File: src/rtl/pecc_pkg.sv
package pecc_pkg;

  localparam int SLOT_W    = 11;
  localparam int CODE_W    = 2 * SLOT_W;
  localparam int NUM_HALF  = 2;
  localparam int REF_BYTES = 3 * NUM_HALF;
  localparam int FIELD_W   = 16;
  localparam int CORR_BIT  = 12;
  localparam int FAIL_BIT  = 15;

  // Contribution of one data byte at a given in-half index to the code.
  function automatic logic [CODE_W-1:0] code_step(input logic [7:0] d,
                                                  input logic [7:0] idx);
    logic [SLOT_W-1:0] hi;
    logic [SLOT_W-1:0] lo;
    logic [7:0]        m;
    logic              p;
    p  = ^d;
    hi = '0;
    lo = '0;
    for (int k = 0; k < 3; k++) begin
      for (int b = 0; b < 8; b++) m[b] = 1'((b >> k) & 1);
      hi[k] = ^(d & m);
      lo[k] = ^(d & ~m);
    end
    for (int k = 0; k < 8; k++) begin
      hi[3+k] = p & idx[k];
      lo[3+k] = p & ~idx[k];
    end
    return {lo, hi};
  endfunction

  // Classify the syndrome of one half into its 16-bit report field.
  function automatic logic [FIELD_W-1:0] eval_half(input logic [CODE_W-1:0] calc,
                                                    input logic [CODE_W-1:0] ref_c);
    logic [CODE_W-1:0] s;
    s = calc ^ ref_c;
    if (s == '0) return '0;
    if ((s[SLOT_W-1:0] ^ s[CODE_W-1:SLOT_W]) == '1)
      return {5'b00010, s[2:0], s[10:3]};
    return 16'h8000;
  endfunction

  function automatic logic [31:0] code_word(input logic [CODE_W-1:0] c);
    return {8'h00, 2'b11, c};
  endfunction

endpackage

File: src/rtl/pecc_half_acc.sv
module pecc_half_acc
  import pecc_pkg::*;
(
  input  logic              clk,
  input  logic              rst_n,
  input  logic              clr,
  input  logic              take,
  input  logic [7:0]        data,
  input  logic [7:0]        idx,
  output logic [CODE_W-1:0] code
);

  always_ff @(posedge clk or negedge rst_n) begin
    if (!rst_n)    code <= '0;
    else if (clr)  code <= '0;
    else if (take) code <= code ^ code_step(data, idx);
  end

endmodule

File: src/rtl/pecc_syndrome.sv
module pecc_syndrome
  import pecc_pkg::*;
(
  input  logic [CODE_W-1:0]  calc,
  input  logic [CODE_W-1:0]  ref_code,
  output logic [FIELD_W-1:0] field,
  output logic               corr,
  output logic               uncorr
);

  assign field  = eval_half(calc, ref_code);
  assign corr   = field[CORR_BIT];
  assign uncorr = field[FAIL_BIT];

endmodule

File: src/rtl/pecc_page_engine.sv
module pecc_page_engine
  import pecc_pkg::*;
#(
  parameter int IDX_W = 8
) (
  input  logic        clk,
  input  logic        rst_n,
  input  logic        ecc_en,
  input  logic        ecc_acc,
  input  logic        byte_vld,
  input  logic [7:0]  dp_byte,
  input  logic        dp_rd,
  output logic [31:0] dp_rdata
);

  localparam int HALF_BYTES = 1 << IDX_W;
  localparam int PAGE_BYTES = HALF_BYTES * NUM_HALF;
  localparam int CNT_W      = IDX_W + 2;
  localparam int RCNT_W     = 3;

  logic              en_q;
  logic [CNT_W-1:0]  cnt;
  logic [RCNT_W-1:0] ref_cnt;
  logic [7:0]        ref_q [REF_BYTES];
  logic [1:0]        ptr;

  // Named events
  logic en_rise, flush, clr, take, ref_wr, acc_rd;
  assign en_rise = ecc_en & ~en_q;
  assign flush   = dp_rd & ecc_acc & ecc_en;
  assign clr     = en_rise | flush;
  assign take    = byte_vld & ~ecc_acc & ecc_en & (cnt < CNT_W'(PAGE_BYTES));
  assign ref_wr  = byte_vld & ecc_acc & (ref_cnt < RCNT_W'(REF_BYTES));
  assign acc_rd  = dp_rd & ecc_acc & ~ecc_en;

  logic [7:0] cur_idx;
  assign cur_idx = 8'(cnt[IDX_W-1:0]);

  logic [CODE_W-1:0]  code_w  [NUM_HALF];
  logic [CODE_W-1:0]  ref_w   [NUM_HALF];
  logic [FIELD_W-1:0] field_w [NUM_HALF];
  logic [NUM_HALF-1:0] corr_w, uncorr_w;

  for (genvar h = 0; h < NUM_HALF; h++) begin : g_half
    logic take_h;
    assign take_h   = take & (cnt[IDX_W] == 1'(h));
    assign ref_w[h] = CODE_W'({ref_q[3*h+2], ref_q[3*h+1], ref_q[3*h]});

    pecc_half_acc u_acc (
      .clk   (clk),
      .rst_n (rst_n),
      .clr   (clr),
      .take  (take_h),
      .data  (dp_byte),
      .idx   (cur_idx),
      .code  (code_w[h])
    );

    pecc_syndrome u_syn (
      .calc     (code_w[h]),
      .ref_code (ref_w[h]),
      .field    (field_w[h]),
      .corr     (corr_w[h]),
      .uncorr   (uncorr_w[h])
    );
  end

  logic [31:0] check_word;
  assign check_word = {uncorr_w[0] ? 16'h0000 : field_w[1], field_w[0]};

  logic [31:0] rd_word;
  always_comb begin
    case (ptr)
      2'd0:    rd_word = code_word(code_w[0]);
      2'd1:    rd_word = code_word(code_w[1]);
      default: rd_word = check_word;
    endcase
  end

  always_ff @(posedge clk or negedge rst_n) begin
    if (!rst_n) begin
      en_q <= 1'b0;
      cnt  <= '0;
    end else begin
      en_q <= ecc_en;
      if (clr)       cnt <= '0;
      else if (take) cnt <= cnt + 1'b1;
    end
  end

  always_ff @(posedge clk or negedge rst_n) begin
    if (!rst_n) begin
      ref_cnt <= '0;
      for (int i = 0; i < REF_BYTES; i++) ref_q[i] <= '0;
    end else if (clr) begin
      ref_cnt <= '0;
      for (int i = 0; i < REF_BYTES; i++) ref_q[i] <= '0;
    end else if (ref_wr) begin
      ref_q[ref_cnt] <= dp_byte;
      ref_cnt        <= ref_cnt + 1'b1;
    end
  end

  always_ff @(posedge clk or negedge rst_n) begin
    if (!rst_n) begin
      ptr      <= '0;
      dp_rdata <= '0;
    end else begin
      if (!ecc_acc)    ptr <= '0;
      else if (acc_rd) ptr <= (ptr == 2'd2) ? 2'd0 : ptr + 2'd1;
      if (flush)       dp_rdata <= '0;
      else if (acc_rd) dp_rdata <= rd_word;
    end
  end

  // ---------------- assertions ----------------
  logic [2*CODE_W-1:0] code_cat;
  assign code_cat = {code_w[1], code_w[0]};

  p_clear_all_r2: assert property (@(posedge clk) disable iff (!rst_n)
    en_rise |=> (cnt == '0 && ref_cnt == '0 && code_cat == '0));

  p_freeze_r3: assert property (@(posedge clk) disable iff (!rst_n)
    !ecc_en |=> $stable(code_cat) && $stable(cnt));

  p_cnt_bound_r4: assert property (@(posedge clk) disable iff (!rst_n)
    cnt <= CNT_W'(PAGE_BYTES));

  p_ref_bound_r6: assert property (@(posedge clk) disable iff (!rst_n)
    ref_cnt <= RCNT_W'(REF_BYTES));

  p_rdata_hold_r7: assert property (@(posedge clk) disable iff (!rst_n)
    !(dp_rd && ecc_acc) |=> $stable(dp_rdata));

  p_flush_zero_r8: assert property (@(posedge clk) disable iff (!rst_n)
    flush |=> (dp_rdata == 32'h0 && cnt == '0 && code_cat == '0));

  p_status_excl_r9: assert property (@(posedge clk) disable iff (!rst_n)
    $onehot0({corr_w[0], uncorr_w[0]}) && $onehot0({corr_w[1], uncorr_w[1]}));

  p_stop_after_fail_r10: assert property (@(posedge clk) disable iff (!rst_n)
    (acc_rd && ptr == 2'd2) |=> (!dp_rdata[15] || dp_rdata[31:16] == 16'h0));

endmodule

File: config.mk
export PLATFORM = sky130hd
export DESIGN_NAME = pecc_page_engine
export DESIGN_NICKNAME = d
export VERILOG_FILES = /design/src/rtl/pecc_pkg.sv /design/src/rtl/pecc_half_acc.sv /design/src/rtl/pecc_syndrome.sv /design/src/rtl/pecc_page_engine.sv
export SDC_FILE = /design/constraint.sdc
export NUM_CORES = 1
export LEC_CHECK = 0
export BUFFER_PORTS_ARGS = -buffer_cell sky130_fd_sc_hd__buf_4
export CORE_UTILIZATION = 55
export CTS_CLUSTER_SIZE = 10
export DETAILED_ROUTE_END_ITERATION = 10
export GPL_ROUTABILITY_DRIVEN = 0
export PLACE_DENSITY = 0.76
export SETUP_SLACK_MARGIN = 0.3
export SYNTH_ARGS = -nofsm -noshare
export SYNTH_HDL_FRONTEND = slang
export SYNTH_SLANG_ARGS = --single-unit
File: constraint.sdc
create_clock -name clk -period 2.05 [get_ports clk]
set_clock_uncertainty 0.15 [all_clocks]
set_input_delay 0.205 -clock clk [delete_from_list [all_inputs] [get_ports clk]]
set_output_delay 0.205 -clock clk [all_outputs]
set_load 0.1 [all_outputs]
==> reports/metrics.yaml, run 1 <==
outcome:
  outcome: "finished with violations"
  violations: "setup timing"
setup_path:
  crit_buf_inv: 1
  crit_family: "simple AND/OR/NAND/NOR gates"
  startpoint_type: "flop"
  required_ns: 2.24
  worstPathMaxFanout: 8
  cpPeakStageDelay_ns: 0.47
  cp_cell_sequence: "xnor2_2 -> nand4_1 -> or4_4 -> nor3_4 -> buf_12 -> o211ai_1 -> o21ai_1"
  endpoint_kind: "flop"
  slowest_stage: "or4_4"
  cp.arrival_ns: 2.52
  crit_type: "reg -> reg"
sta:
  setup_viol: 24
  hold_violations: 0
  post-route-period-util_pct: 114
  drv_slew: 0
  finalWorstSetupSlack_ns: -0.282
  rsz0062_at_grt: "true"
  relSlewSlack_pct: 43.1
  whs_ns: 0.00721
  period_needed_ns: 2.33
  worst_slew_pin_slew_ns: 0.848
  timing.fmax_mhz: 429
global_route:
  grt_pass1_vias: 6499
  grt_pass1_wl_um: 35700
  grt_max_degree: 69
  grt_remaining_overflow: 0
  grt_use_total_pct: 37.2
  antenna_found_initial: 0
synth:
  synth_warnings: 0
  syn_inst: 699
  synth.area.top_cells: "dfrtp_1 (47%), xnor2_1 (11%), mux2i_1 (8.0%)"
  synth_flop_cell: "dfrtp_1"
  ys_ff_latch: 133
  ys_async_sr_fraction_pct: 100
  syn-cell-area_sq_um: 7020
  yosys-top-cells-count: "dfrtp_1 (133), nor2_1 (93), xnor2_1 (89)"
  seq_area_frac_synth_pct: 47.4
  synthDominantCellAreaShare_pct: 47.4
  yosysTopAreaCell: "dfrtp_1"
  synth_cell_types: 51
  synth-edff-count: 0
  syn_avg_cell_area_sq_um: 10.0
  yosysMostFrequentCell: "dfrtp_1"
die:
  rows: 40
  initial_core_util_pct: 57.5
  die_h_um: 115
  coreArea_sq_um: 12200
  die_w_um: 115
  dieArea_sq_um: 13200
  pin_count: 46
pwr:
  vdd_drop_max_mv: 0.500
  power_density_nw_per_um2: 977
  leakage_nw: 4.38
placed_design:
  dp.cells: 970
  portBuffers: 42
  dp_hpwl_um: 14900
  dpl-instance-area_sq_um: 8470
  dp_slack_ns: -0.238
cts:
  cts_htree_levels: 4
  cts.sinks: 133
  worstSkewPairLatency_ns: 0.42
  clock-root-buffer: "clkbuf_16"
  clock_path_buffers: 2
  clkTransAtPathRegs_ns: 0.06
  numCtsBuffers: 17
  cts_tree: "done"
run:
  maxCapViolations: 0
detailed_routing:
  remaining_drc_errors: 0
  drtIter0Drc: 1138
  viasPerCell: 6.61
  wl_per_cell_um: 25.4
  dr.pass1.iters: 6
  routed_wl_um: 26100
  dr_total_vias: 6771
  antenna_left: 0
layout:
  layout.nets: 861
  fill_cells: 631
  final_area_sq_um: 9890
  drive_gt1_share_pct: 37.9
  instances_no_fill: 1025
  n_antenna_cell: 0
  area_delta_synth_final_pct: 40.9
hold_path:
  hp-class: "in -> reg"
==> worst min-delay path: stages <==
cell and delay (ns):
buf_4 0.17, mux2i_1 0.09, nor2_1 0.07
==> final timing paths <==
kind	start	to	slack, ns	cells after the start
max	g_half[0].u_acc.code[2]	dp_rdata[22]	-0.28	7
min	dp_byte[7]	ref_q[47]	0.007	3
max reg2reg	g_half[0].u_acc.code[2]	dp_rdata[22]	-0.28	7
min reg2reg	dp_rdata[14]	dp_rdata[14]	0.33	2
max in group asynchronous	rst_n	dp_rdata[13]	1.02	3
min in group asynchronous	rst_n	dp_rdata[28]	0.20	3
==> placed cells by master (no fill, tap or decap), types with 4 or more instances in the layout <==
| master | synthesis | routed |
|---|---|---|
| dfrtp_1 | 133 | 130 |
| o21ai_1 | 4 | 10 |
| nor3_2 | 3 | 11 |
| xor2_1 | 24 | 21 |
| mux2i_1 | 56 | 56 |
| a21oi_2 | 0 | 13 |
| a211oi_1 | 11 | 11 |
| nand3_4 | 0 | 5 |
| or3_4 | 0 | 11 |
| o2111ai_1 | 5 | 4 |
| xnor2_1 | 89 | 63 |
| bufinv_16 | 0 | 4 |
| xor2_2 | 1 | 4 |
| nand4_1 | 12 | 12 |
| nor3_1 | 22 | 8 |
| buf_4 | 9 | 153 |
| nand3_1 | 22 | 5 |
| xnor2_2 | 3 | 24 |
| o21ai_0 | 21 | 11 |
| nand2_1 | 30 | 27 |
| nor3_4 | 1 | 7 |
| buf_12 | 0 | 7 |
| xnor2_4 | 0 | 5 |
| a32o_1 | 12 | 12 |
| nand3_2 | 0 | 12 |
| clkbuf_16 | 0 | 17 |
| nor2b_1 | 14 | 12 |
| nor2_1 | 93 | 91 |
| a21oi_1 | 42 | 29 |
| buf_6 | 1 | 9 |
==> logic make-up (layout without fill, tap and decap cells) <==
logic type,after synthesis,in the layout,share of synthesized area [%]
adder cells (fa/ha/maj),2,2,0.356
XOR/XNOR,117,117,15.0
multiplexers,56,56,7.98
other,1,3,0.0534
AND/OR/NAND/NOR,231,232,16.0
flip-flops,133,133,47.4
buffers and inverters,53,208,3.58
AO/OA/AOI/OAI,106,106,9.60
==> area by class of cell <==
| class | instances | area, sq um | area share (%) |
|---|---|---|---|
| inverter | 2 | 7.51 | 0.0759 |
| multi-input combinational | 516 | 4250 | 43.0 |
| clock inverter | 9 | 150 | 1.52 |
| tap | 168 | 210 | 2.12 |
| timing repair buffer | 175 | 1470 | 14.8 |
| clock buffer | 22 | 474 | 4.79 |
| sequential | 133 | 3330 | 33.7 |
==> registers in the layout, indices dropped and copies added (netlist names) <==
name,count
g_half.u_acc.code,44
ref_q,44
dp_rdata,29
cnt,10
ref_cnt,3
ptr,2
en_q,1
==> report_power, final <==
group | total [mW] | internal, mW | leakage [nW] | switching, mW
Clock | 3.24 | 2.12 | 0.302 | 1.13
Sequential | 3.19 | 2.88 | 1.82 | 0.304
Combinational | 3.24 | 1.31 | 2.27 | 1.93
Total | 9.67 | 6.31 | 4.38 | 3.36
==> repair_timing <==
action | 4_1_cts | 5_1_grt
resized for setup | 68 | 60
endpoints found under the setup margin | 78 | 90
hold buffers | 3 | 0
buffers inserted | 15 | 5
cloned | 0 | 1
endpoints found under the hold margin | 134 | 0
pin swaps | 76 | 54
==> routing by layer <==
layer  vias up  GRT usage, %  wire length [um]
li1       2701             -                 -
met1      3209          46.4              9010
met2       659          59.0             11600
met3       202          8.12              3260
met4         0          23.7              2220
met5         -             0                 0
==> stage by stage <==
stage / power, mW / utilization, % / setup TNS (ns)
final: 9.67 / 81.0 / -3.69
after global routing: 9.91 / 81.0 / -4.90
after floorplan: 4.90 / - / -0.0267
after detailed placement: 5.95 / 69.4 / -2.50
after global placement: 5.88 / 69.4 / -1.46
after CTS: 9.33 / 78.4 / -1.36
(Power assumes the default switching activity.)
==> run 2: changes to the inputs <==
Settings changed: SKIP_CTS_REPAIR_TIMING set to 1.
Clock period 2.05 ns to 2.1 ns, I/O delays scaled along.
==> reports/metrics.yaml, run 2 (synthesis results as in run 1) <==
detailed_routing:
  remaining_drc_errors: 0  # unchanged
  routed_wl_um: 23800  # -8.6%
  dr_total_vias: 6294  # -7.0%
  viasPerCell: 6.36  # -3.8%
  dr.pass1.iters: 6  # unchanged
  antenna_left: 0  # unchanged
  wl_per_cell_um: 24.0  # -5.4%
  drtIter0Drc: 775  # -32%
sta:
  period_needed_ns: 2.47  # +0.140 ns
  rsz0062_at_grt: "true"
  worst_slew_pin_slew_ns: 0.529  # -0.319 ns
  timing.fmax_mhz: 404  # -5.7%
  drv_slew: 0  # unchanged
  whs_ns: -0.0156  # -0.0228 ns
  relSlewSlack_pct: 64.5  # +21 points
  finalWorstSetupSlack_ns: -0.372  # -0.0902 ns
  setup_viol: 26  # +8.3%
  hold_violations: 3  # +3
  post-route-period-util_pct: 118  # +4.0 points
global_route:
  grt_max_degree: 54  # -22%
  grt_pass1_wl_um: 31500  # -12%
  antenna_found_initial: 0  # unchanged
  grt_remaining_overflow: 0  # unchanged
  grt_use_total_pct: 32.6  # -4.6 points
  grt_pass1_vias: 5832  # -10%
cts:
  worstSkewPairLatency_ns: 0.43  # about the same
  cts.sinks: 133  # unchanged
  clkTransAtPathRegs_ns: 0.06  # about the same
  numCtsBuffers: 17  # unchanged
  cts_tree: "done"
  cts_htree_levels: 4  # unchanged
  clock-root-buffer: "clkbuf_16"
  clock_path_buffers: 2  # unchanged
placed_design:
  dp_hpwl_um: 14600  # -2.1%
  dp.cells: 948  # -2.3%
  dp_slack_ns: -0.216  # +0.0218 ns
  portBuffers: 42  # unchanged
  dpl-instance-area_sq_um: 8260  # -2.5%
pwr:
  p_sw_share_pct: 35.0  # +0.19 points
  p_int_mw: 5.88  # -6.8%
  clockPowerShare_pct: 32.1  # -1.4 points
  power_frac_seq_pct: 34.6  # +1.6 points
  comb_power_share_pct: 33.3  # -0.2 points
  power_density_nw_per_um2: 945  # -3.3%
  vdd_drop_max_mv: 0.587  # +17%
  leakage_nw: 4.20  # -4.2%
  finalPower_mw: 9.04  # -6.5%
  power.switching_mw: 3.16  # -6.0%
layout:
  instances_no_fill: 990  # -3.4%
  layout_commonest_cell: "dfrtp_1"
  n_antenna_cell: 0  # unchanged
  final_area_sq_um: 9570  # -3.3%
  largest_registers: "g_half.u_acc.code x44, ref_q x44, dp_rdata x29"
  final_cell_mix: "dfrtp_1 (127), buf_4 (122), nor2_1 (92)"
  layout.nets: 829  # -3.7%
  fill_cells: 695  # +10%
  area_delta_synth_final_pct: 36.3
  drive_gt1_share_pct: 35.3  # -2.6 points
setup_path:
  endpoint_kind: "flop"
  cp.arrival_ns: 2.67  # +0.15 ns
  required_ns: 2.30  # +0.06 ns
  crit_type: "reg -> reg"
  startpoint_type: "flop"
  worstPathMaxFanout: 8  # unchanged
outcome:
  violations: "hold timing, setup timing"
  outcome: "finished with violations"
die:
  pin_count: 46  # unchanged
  die_h_um: 115  # unchanged
  die_w_um: 115  # unchanged
  coreArea_sq_um: 12200  # unchanged
  rows: 40  # unchanged
  dieArea_sq_um: 13200  # unchanged
  initial_core_util_pct: 57.5  # unchanged
run:
  maxCapViolations: 0  # unchanged
hold_path:
  hp-class: "in -> reg"
-- run 2: cell count changes in the layout (fill, tap and decap cells not counted), moves of 3 or more --
cell and change:
nor3_2 -7, nand3_4 -3, xnor2_2 +5, o21ai_1 -4, nor3_4 +6, xnor2_4 -3
dfrtp_2 +3, buf_4 -31, o21ai_2 +4, dfrtp_1 -3
-- run 2: path summary, 6_finish.rpt --
path                               from                        to  slack (ns)  cells past startpoint
max                           ref_q[38]              dp_rdata[16]       -0.37                      7
min                          dp_byte[7]                 ref_q[39]       -0.02                      3
min reg2reg                dp_rdata[26]              dp_rdata[26]        0.34                      2
max in group asynchronous         rst_n                 ref_q[43]        0.96                      3
max reg2reg                   ref_q[38]              dp_rdata[16]       -0.37                      7
min in group asynchronous         rst_n  g_half[1].u_acc.code[14]        0.16                      2
-- run 2: routing by layer --
layer,global-route usage (%),wire length [um],up-vias
met2,51.8,11300,462
met3,8.12,2480,119
met1,41.8,8620,3074
met5,0,0,-
li1,-,-,2639
met4,15.9,1410,0
-- run 2: area by class of cell --
class | count | area [sq um] | share of cell area (%)
multi-input combinational | 515 | 4190 | 43.8
sequential | 133 | 3340 | 34.9
timing repair buffer | 144 | 1260 | 13.2
clock buffer | 24 | 492 | 5.14
clock inverter | 4 | 72.6 | 0.758
inverter | 2 | 7.51 | 0.0784
tap | 168 | 210 | 2.20
-- run 2: power groups by stage --
stage	clock network, mW	registers, mW	logic (mW)
final	2.90	3.13	3.01
after global routing	3.02	3.14	3.13
after floorplan	0	3.46	1.30
after CTS	2.90	3.09	2.56
after global placement	0	3.11	2.47
after detailed placement	0	3.13	2.54
-- run 2: through the flow --
| stage | util (%) | TNS, ns |
|---|---|---|
| 2_1_floorplan | - | 0 |
| 3_3_place_gp | 67.6 | -0.767 |
| 3_5_place_dp | 67.6 | -2.15 |
| 4_1_cts | 72.2 | -2.60 |
| 5_1_grt | 78.4 | -6.28 |
| 6_report | 78.4 | -6.32 |
-- run 2: worst max-delay path: stages (launching register included) --
cell and delay (ns):
dfrtp_1 0.48, xnor2_2 0.33, nand4_1 0.15, or4_4 0.58
nor3_4 0.23, buf_12 0.16, o211ai_1 0.13, o21ai_1 0.17
